### config.mk
export PLATFORM = sky130hd
export DESIGN_NAME = dram_ctrl
export DESIGN_NICKNAME = d
export VERILOG_FILES = /design/src/rtl/dram_ctrl_pkg.sv /design/src/rtl/dram_gap_timer.sv /design/src/rtl/dram_refresh_sched.sv /design/src/rtl/dram_seq.sv /design/src/rtl/dram_ctrl.sv
export SDC_FILE = /design/constraint.sdc
export NUM_CORES = 1
export LEC_CHECK = 0
export BUFFER_PORTS_ARGS = -buffer_cell sky130_fd_sc_hd__buf_2
export CAP_MARGIN = 10
export CORE_MARGIN = 4
export CORE_UTILIZATION = 35
export CTS_BUF_LIST = sky130_fd_sc_hd__clkbuf_2
export DETAILED_ROUTE_END_ITERATION = 12
export PLACE_DENSITY_LB_ADDON = 0.12
export SYNTH_ARGS = -nofsm -noshare
export SYNTH_HDL_FRONTEND = slang
export SYNTH_SLANG_ARGS = --single-unit
### constraint.sdc
create_clock -name clk_i -period 7.8 [get_ports clk_i]
set_clock_uncertainty 0.05 [all_clocks]
set_input_delay 0 -clock clk_i [delete_from_list [all_inputs] [get_ports clk_i]]
set_output_delay 0 -clock clk_i [all_outputs]
set_load 0.02 [all_outputs]
### src/rtl/dram_ctrl_pkg.sv
package dram_ctrl_pkg;
  typedef enum logic [1:0] {OP_RD, OP_WR, OP_REF} op_e;
  typedef enum logic {ST_IDLE, ST_BUSY} st_e;
endpackage

### src/rtl/dram_gap_timer.sv
// Holds ok_o low until GAP cycles have passed since the last start_i.
module dram_gap_timer #(
  parameter int GAP = 11
) (
  input  logic clk_i,
  input  logic rst_ni,
  input  logic start_i,
  output logic ok_o
);
  localparam int W = $clog2(GAP + 1);
  localparam logic [W-1:0] GAP_V = W'(GAP);

  logic [W-1:0] cnt_q;

  always_ff @(posedge clk_i or negedge rst_ni) begin
    if (!rst_ni)            cnt_q <= GAP_V;
    else if (start_i)       cnt_q <= W'(1);
    else if (cnt_q < GAP_V) cnt_q <= cnt_q + W'(1);
  end

  assign ok_o = (cnt_q >= GAP_V);

  // a strobe start is only issued once the gap has expired
  p_gap_kept_r4_r5: assert property (@(posedge clk_i) disable iff (!rst_ni)
    start_i |-> ok_o) else $error("strobe started inside its gap");
endmodule

### src/rtl/dram_refresh_sched.sv
module dram_refresh_sched #(
  parameter int INTERVAL  = 1560,
  parameter int ROW_W     = 9,
  parameter int INIT_REFS = 8
) (
  input  logic             clk_i,
  input  logic             rst_ni,
  input  logic             ref_start_i,
  output logic             ref_req_o,
  output logic [ROW_W-1:0] ref_row_o,
  output logic             init_done_o
);
  localparam int TW = $clog2(INTERVAL);
  localparam int IW = $clog2(INIT_REFS + 1);
  localparam logic [TW-1:0] T_LAST = TW'(INTERVAL - 1);
  localparam logic [IW-1:0] I_LAST = IW'(INIT_REFS);

  logic [TW-1:0]    timer_q;
  logic [IW-1:0]    init_q;
  logic [ROW_W-1:0] row_q;
  logic             pend_q;
  logic             tick;

  assign tick = (timer_q == T_LAST);

  always_ff @(posedge clk_i or negedge rst_ni) begin
    if (!rst_ni) begin
      timer_q <= '0;
      init_q  <= '0;
      row_q   <= '0;
      pend_q  <= 1'b0;
    end else begin
      timer_q <= tick ? '0 : timer_q + TW'(1);
      if (tick)             pend_q <= 1'b1;
      else if (ref_start_i) pend_q <= 1'b0;
      if (ref_start_i) begin
        row_q <= row_q + ROW_W'(1);
        if (init_q != I_LAST) init_q <= init_q + IW'(1);
      end
    end
  end

  assign init_done_o = (init_q == I_LAST);
  assign ref_req_o   = pend_q || !init_done_o;
  assign ref_row_o   = row_q;

  // a refresh is only started while one is due
  p_ref_when_due_r8: assert property (@(posedge clk_i) disable iff (!rst_ni)
    ref_start_i |-> ref_req_o) else $error("refresh without request");
endmodule

### src/rtl/dram_seq.sv
module dram_seq
  import dram_ctrl_pkg::*;
#(
  parameter int ROW_W  = 9,
  parameter int COL_W  = 9,
  parameter int PIN_W  = 9,
  parameter int DATA_W = 8,
  parameter int T_RAC  = 6,
  parameter int T_CAC  = 2,
  parameter int T_PC   = 4
) (
  input  logic                   clk_i,
  input  logic                   rst_ni,
  input  logic                   late_read_i,
  input  logic                   req_valid_i,
  output logic                   req_ready_o,
  input  logic                   req_write_i,
  input  logic [ROW_W+COL_W-1:0] req_addr_i,
  input  logic [DATA_W-1:0]      req_wdata_i,
  output logic                   rsp_valid_o,
  output logic [DATA_W-1:0]      rsp_rdata_o,
  input  logic                   ref_req_i,
  input  logic [ROW_W-1:0]       ref_row_i,
  input  logic                   init_done_i,
  input  logic                   rc_ok_i,
  input  logic                   pc_ok_i,
  output logic                   ras_start_o,
  output logic                   cas_start_o,
  output logic                   ref_start_o,
  output logic                   ras_no,
  output logic                   cas_no,
  output logic                   we_no,
  output logic                   oe_no,
  output logic [PIN_W-1:0]       addr_o,
  output logic [DATA_W-1:0]      dq_o,
  input  logic [DATA_W-1:0]      dq_i,
  output logic                   dq_oe_o
);
  localparam int CAS_K = 2;  // column on pins one cycle before CAS
  localparam int K_MAX = T_RAC + T_CAC + T_PC + CAS_K;
  localparam int KW    = $clog2(K_MAX + 1);
  localparam int C_MAX = T_CAC + 1;
  localparam int CW    = $clog2(C_MAX + 1);

  st_e              st_q;
  op_e              op_q;
  logic [KW-1:0]    k_q;
  logic [CW-1:0]    c_q;
  logic             cas_done_q;
  logic             late_q;
  logic [COL_W-1:0] col_q;
  logic             idle, start_ref, start_host, cas_go, fin;

  always_comb begin
    idle        = (st_q == ST_IDLE);
    req_ready_o = idle && rc_ok_i && init_done_i && !ref_req_i;
    start_ref   = idle && rc_ok_i && ref_req_i;
    start_host  = req_valid_i && req_ready_o;
    cas_go      = !idle && (op_q != OP_REF) && !cas_done_q
                  && ((int'(k_q) + 1) >= CAS_K) && pc_ok_i;
    fin         = !idle && ((int'(k_q) + 1) >= T_RAC)
                  && ((op_q == OP_REF) || (cas_done_q && (int'(c_q) + 1) >= T_CAC));
  end

  assign ras_start_o = start_ref || start_host;
  assign ref_start_o = start_ref;
  assign cas_start_o = cas_go;

  always_ff @(posedge clk_i or negedge rst_ni) begin
    if (!rst_ni) begin
      st_q        <= ST_IDLE;
      op_q        <= OP_REF;
      k_q         <= '0;
      c_q         <= '0;
      cas_done_q  <= 1'b0;
      late_q      <= 1'b0;
      col_q       <= '0;
      ras_no      <= 1'b1;
      cas_no      <= 1'b1;
      we_no       <= 1'b1;
      oe_no       <= 1'b1;
      addr_o      <= '0;
      dq_o        <= '0;
      dq_oe_o     <= 1'b0;
      rsp_valid_o <= 1'b0;
      rsp_rdata_o <= '0;
    end else begin
      rsp_valid_o <= 1'b0;
      if (idle) begin
        if (ras_start_o) begin
          st_q       <= ST_BUSY;
          k_q        <= '0;
          c_q        <= '0;
          cas_done_q <= 1'b0;
          late_q     <= late_read_i;
          ras_no     <= 1'b0;
          if (start_ref) begin
            op_q   <= OP_REF;
            addr_o <= PIN_W'(ref_row_i);
          end else begin
            op_q   <= req_write_i ? OP_WR : OP_RD;
            addr_o <= PIN_W'(req_addr_i[ROW_W+COL_W-1:COL_W]);
            col_q  <= req_addr_i[COL_W-1:0];
            dq_o   <= req_wdata_i;
          end
        end
      end else if (fin) begin
        st_q    <= ST_IDLE;
        ras_no  <= 1'b1;
        cas_no  <= 1'b1;
        we_no   <= 1'b1;
        oe_no   <= 1'b1;
        dq_oe_o <= 1'b0;
        if (op_q == OP_RD) begin
          rsp_valid_o <= 1'b1;
          rsp_rdata_o <= dq_i;
        end
      end else begin
        if (int'(k_q) < K_MAX) k_q <= k_q + KW'(1);
        if ((k_q == '0) && (op_q != OP_REF)) begin
          addr_o <= PIN_W'(col_q);
          if (op_q == OP_WR) begin
            we_no   <= 1'b0;
            dq_oe_o <= 1'b1;
          end else if (!late_q) begin
            oe_no <= 1'b0;
          end
        end
        if (cas_go) begin
          cas_no     <= 1'b0;
          cas_done_q <= 1'b1;
          c_q        <= '0;
        end else if (cas_done_q) begin
          if (int'(c_q) < C_MAX) c_q <= c_q + CW'(1);
          if (late_q && (op_q == OP_RD)) oe_no <= 1'b0;
        end
      end
    end
  end

  p_cas_in_ras_r2: assert property (@(posedge clk_i) disable iff (!rst_ni)
    !cas_no |-> !ras_no) else $error("CAS low outside RAS");
  p_cas_after_ras_r2: assert property (@(posedge clk_i) disable iff (!rst_ni)
    $fell(cas_no) |-> !$past(ras_no)) else $error("CAS fell with RAS");
  p_no_oe_on_write_r7: assert property (@(posedge clk_i) disable iff (!rst_ni)
    !we_no |-> oe_no) else $error("OE low during write");
  p_bus_released_r9: assert property (@(posedge clk_i) disable iff (!rst_ni)
    dq_oe_o |-> oe_no) else $error("bus driven with OE low");
  p_busy_not_ready_r4: assert property (@(posedge clk_i) disable iff (!rst_ni)
    !ras_no |-> !req_ready_o) else $error("ready during access");
  p_init_hold_r1: assert property (@(posedge clk_i) disable iff (!rst_ni)
    !init_done_i |-> !req_ready_o) else $error("ready before init");
  p_rsp_after_ras_r3: assert property (@(posedge clk_i) disable iff (!rst_ni)
    rsp_valid_o |-> $past(!ras_no)) else $error("response without access");
endmodule

### src/rtl/dram_ctrl.sv
module dram_ctrl #(
  parameter int ROW_W        = 9,
  parameter int COL_W        = 9,
  parameter int DATA_W       = 8,
  parameter int T_RAC        = 6,
  parameter int T_CAC        = 2,
  parameter int T_RC         = 11,
  parameter int T_PC         = 4,
  parameter int REF_INTERVAL = 1560,
  parameter int INIT_REFS    = 8,
  localparam int AW          = ROW_W + COL_W,
  localparam int PIN_W       = (ROW_W > COL_W) ? ROW_W : COL_W
) (
  input  logic              clk_i,
  input  logic              rst_ni,
  input  logic              late_read_i,
  input  logic              req_valid_i,
  output logic              req_ready_o,
  input  logic              req_write_i,
  input  logic [AW-1:0]     req_addr_i,
  input  logic [DATA_W-1:0] req_wdata_i,
  output logic              rsp_valid_o,
  output logic [DATA_W-1:0] rsp_rdata_o,
  output logic              dram_ras_no,
  output logic              dram_cas_no,
  output logic              dram_we_no,
  output logic              dram_oe_no,
  output logic [PIN_W-1:0]  dram_addr_o,
  output logic [DATA_W-1:0] dram_dq_o,
  input  logic [DATA_W-1:0] dram_dq_i,
  output logic              dram_dq_oe_o
);
  logic             ras_start, cas_start, ref_start;
  logic             rc_ok, pc_ok, ref_req, init_done;
  logic [ROW_W-1:0] ref_row;

  dram_gap_timer #(.GAP(T_RC)) u_rc_gap (
    .clk_i, .rst_ni, .start_i(ras_start), .ok_o(rc_ok)
  );

  dram_gap_timer #(.GAP(T_PC)) u_pc_gap (
    .clk_i, .rst_ni, .start_i(cas_start), .ok_o(pc_ok)
  );

  dram_refresh_sched #(
    .INTERVAL(REF_INTERVAL), .ROW_W(ROW_W), .INIT_REFS(INIT_REFS)
  ) u_ref (
    .clk_i, .rst_ni,
    .ref_start_i(ref_start),
    .ref_req_o  (ref_req),
    .ref_row_o  (ref_row),
    .init_done_o(init_done)
  );

  dram_seq #(
    .ROW_W(ROW_W), .COL_W(COL_W), .PIN_W(PIN_W), .DATA_W(DATA_W),
    .T_RAC(T_RAC), .T_CAC(T_CAC), .T_PC(T_PC)
  ) u_seq (
    .clk_i, .rst_ni, .late_read_i,
    .req_valid_i, .req_ready_o, .req_write_i, .req_addr_i, .req_wdata_i,
    .rsp_valid_o, .rsp_rdata_o,
    .ref_req_i  (ref_req),
    .ref_row_i  (ref_row),
    .init_done_i(init_done),
    .rc_ok_i    (rc_ok),
    .pc_ok_i    (pc_ok),
    .ras_start_o(ras_start),
    .cas_start_o(cas_start),
    .ref_start_o(ref_start),
    .ras_no     (dram_ras_no),
    .cas_no     (dram_cas_no),
    .we_no      (dram_we_no),
    .oe_no      (dram_oe_no),
    .addr_o     (dram_addr_o),
    .dq_o       (dram_dq_o),
    .dq_i       (dram_dq_i),
    .dq_oe_o    (dram_dq_oe_o)
  );
endmodule

==> summary.md <==
| Metric | Value |
|---|---|
| Status | `finished, final reports clean` |
| Warnings, synthesis | `0` |
| TritonRoute pass-1 iters | `4` |
| Clk root buf | `clkbuf_2` |
| P_int | `around 530 uW` |
| Reg power frac | `61.7%` |
| Clock Sinks | `83` |
| Yosys cell types | `49` |
| Nets | `493` |
| Setup bufs post-CTS | `0` |
| Worst-Skew Late Latency | `0.53 ns` |
| IO Count | `71` |
| Max-cap viol count | `0` |
| DRC | `0` |
| Area Growth Syn to Fin | `25.61%` |
| Sw Share | `about a quarter` |
| Global-route wire length before repair | `14460 um` |
| Part of the power in the clock network | `32.4%` |
| Die Wd | `113.2 um` |
| Worst Path Max Fanout | `9` |
| Startpoint types | `flop` |
| Gate Count Post-Synth | `330` |
| Syn_area_per_cell | `11.74 um^2` |
| Setup violators final | `0` |
| Ys async rst share | `100.0%` |
| Max-slew headroom | `29.12%` |
| Total die area | `roughly 0.013 mm^2` |
| Fmax | `313.0 MHz` |
| Num rows | `38` |
| Routed wire per std cell | `14.15 um` |
| Max incr delay on CP | `0.75 ns` |
| Top FF cell, synth | `dfrtp_1` |
| Crit. End Element | `flop` |
| Ratio of cells with drive above 1 in the final layout | `about 33%` |
| Gr usage total | `14.02%` |
| Synthesized area | `0.003875 mm^2` |
| Routed WL | `8320 um` |
| Slowest-stage cell, CP | `nor4bb_1` |
| H-tree Lvls | `3` |
| Layout fillers | `1040` |
| Vias in the first global route | `2969` |
| Critical path origin | `u_ref.init_q[0]` |
| Syn nets | `380` |
| P_leak | `0.002260 uW` |
| Initial antenna violation count | `0` |
| Antenna viol nets, final | `0` |
| RSZ-0062 raised after global routing | `false` |
| GPL Wtd Cong | `a little under 0.8` |
| Crit share post-route | `between 40% and 50%` |
| #FFs+latches synth | `between 80 and 90` |
| Global route overflow | `0` |
| Max Slew Vio Count | `0` |
| EDFF count, synth | `0` |
| Final core utilization | `44.90%` |
| Sequential element share of the synthesized area | `53.89%` |
| DP HPWL | `5581 um` |
| Ant. Diodes | `0` |
| Largest net degree at the start of global routing | `84` |
| Pwr dens | `between 100 and 150 mW/mm^2` |
| Crit path time final | `between 3 and 4 ns` |
| Clk slew on worst S/H paths | `roughly 0.23 ns` |
| Drt initial violations | `125` |
| Crit path DAT | `3.58 ns` |
| CP top delay family | `compound AO/OA/AOI/OAI gates` |
| CTS Buffer Depth | `2` |
| Total negative slack | `0 ns` |
| Initial core utilization | `35.75%` |
| Num CTS Buffers | `9` |
| Slew @ Worst Pin | `1.063 ns` |
| WP buf/inv | `1` |
| Crit Path Class | `flop to flop` |
| Final hold vios | `0` |
| Switching power | `172.8 uW` |
| TritonCTS clock tree | `built` |
| Height of the die | `113.2 um` |
| Placeable Area | `about 0.011 mm^2` |
| Port Buffer Count | `70` |
| Maximum vdd ir drop | `0.00006393 V` |
| Min-delay worst type | `input pin to asynchronous set/reset pin` |
| Comb power frac | `5.9%` |
| DR vias | `2803` |
| CP cell instances | `inv_1 > ha_1 > nor4bb_1 > a211oi_2 > a311oi_1 > a21o_1 > mux2_2` |
| Via density | `4.767` |
| RR Startpoint | `u_ref.init_q[0]` |
| CP Data Required Time | `8.18 ns` |
-- synth_stat cells (2+ instances only) --
library cell  number  area share [%]
dfrtp_1           74              48
mux2_2            38              11
nand2_1           31             3.0
nor2_1            21             2.0
o21ai_0           20             2.6
mux2i_1           15             3.9
xnor2_1           14             3.2
ha_1              11             3.6
inv_1             11             1.1
dfstp_2            9             6.1
a21oi_1            7            0.90
nand4_1            7             1.1
nand3_1            6            0.77
xor2_1             5             1.1
clkbuf_1           4            0.39
nor3_1             4            0.52
and3_1             3            0.48
buf_2              3            0.39
nand2b_1           3            0.48
o22ai_1            3            0.48
a21o_1             2            0.39
a22o_1             2            0.45
a31oi_1            2            0.32
and2b_2            2            0.45
and3_2             2            0.39
clkbuf_8           2            0.71
nor2_2             2            0.32
nor2b_1            2            0.32
nor4_1             2            0.32
nor4bb_1           2            0.52
o21a_1             2            0.39
o311a_1            2            0.52
-- registers in the layout, summed over array words and instances, names as in the netlist, 4 cells and up --
name and cells:
u_seq.col_q 9, u_seq.addr_o 9, u_ref.ref_row_o 9, u_seq.dq_o 8, u_ref.init_q 4, u_ref.timer_q 11
u_seq.k_q 4, u_rc_gap.cnt_q 4, u_seq.rsp_rdata_o 8
-- kinds of logic (layout without fill, tap and decap cells) --
group | Yosys count | count (layout) | synth area share (%)
XOR/XNOR | 19 | 19 | 4.294
buffers and inverters | 21 | 139 | 2.648
AND/OR/NAND/NOR | 94 | 94 | 12.66
adder cells (fa/ha/maj) | 11 | 11 | 3.552
AO/OA/AOI/OAI | 49 | 49 | 8.040
flip-flops | 83 | 83 | 53.89
multiplexers | 53 | 53 | 14.92
-- power groups by stage --
stage                     Sequential [uW]  Clock [uW]  Combinational, uW
after global placement                442           0               27.5
after CTS                             435         239               42.6
after detailed placement              442           0               27.6
after global routing                  436         261               46.8
after floorplan                       445           0               3.49
final                                 435         229               41.7
-- layout make-up --
| type | count | area, um^2 | share of cell area, % |
|---|---|---|---|
| timing repair buffer | 111 | 760.7 | 15.63 |
| sequential | 83 | 2088 | 42.90 |
| inverter | 12 | 45.04 | 0.9254 |
| clock inverter | 6 | 63.81 | 1.311 |
| tap | 140 | 175.2 | 3.599 |
| multi-input combinational | 226 | 1684 | 34.60 |
| clock buffer | 10 | 50.05 | 1.028 |
-- metrics by stage --
step	area (um^2)	power [uW]	instances	hold slack [ns]	setup slack, ns
after floorplan	3875	448.4	330	-0.3456	5.340
after global placement	4353	469.4	532	0.1816	4.737
after detailed placement	4353	469.7	532	0.1867	4.606
after CTS	4867	716.4	588	0.1013	4.555
after global routing	4867	743.2	588	0.09532	4.277
final	4867	705.4	588	0.1074	4.605
-- what timing repair did --
item | 4_1_cts | 5_1_grt
gates resized for setup | 0 | 0
hold buffers | 40 | 0
hold endpoints to repair | 119 | 0
-- placed cells by master (no fill, tap or decap), types with 7 or more instances in the layout --
cell type	count
clkbuf_2	10
o21ai_0	20
buf_2	69
nor2_1	21
a21oi_1	7
dfstp_2	9
dlygate4sd3_1	40
nand4_1	7
ha_1	11
xnor2_1	14
nand2_1	31
mux2i_1	15
mux2_2	38
dfrtp_1	74
inv_1	11
-- worst paths after layout --
kind,endpoint,depth (start not counted),slack (ns)
max,u_seq.addr_o[5],7,4.61
min,u_pc_gap.cnt_q[0],2,0.11
max reg2reg,u_seq.addr_o[5],7,4.61
min reg2reg,u_ref.timer_q[0],1,0.43
max in group asynchronous,u_ref.init_q[1],2,6.88
min in group clk_i,u_seq.dq_o[0],3,0.15
-- routing by layer --
layer  vias to the layer above  global-route usage [%]  share of wire, %
li1                       1379                       -                 -
met1                      1362                   18.57                46
met5                         -                       0                 0
met3                        12                   3.209               4.4
met4                         0                   4.808               1.6
met2                        50                   22.67                48
No activity file was read; power rests on OpenSTA's default activity.
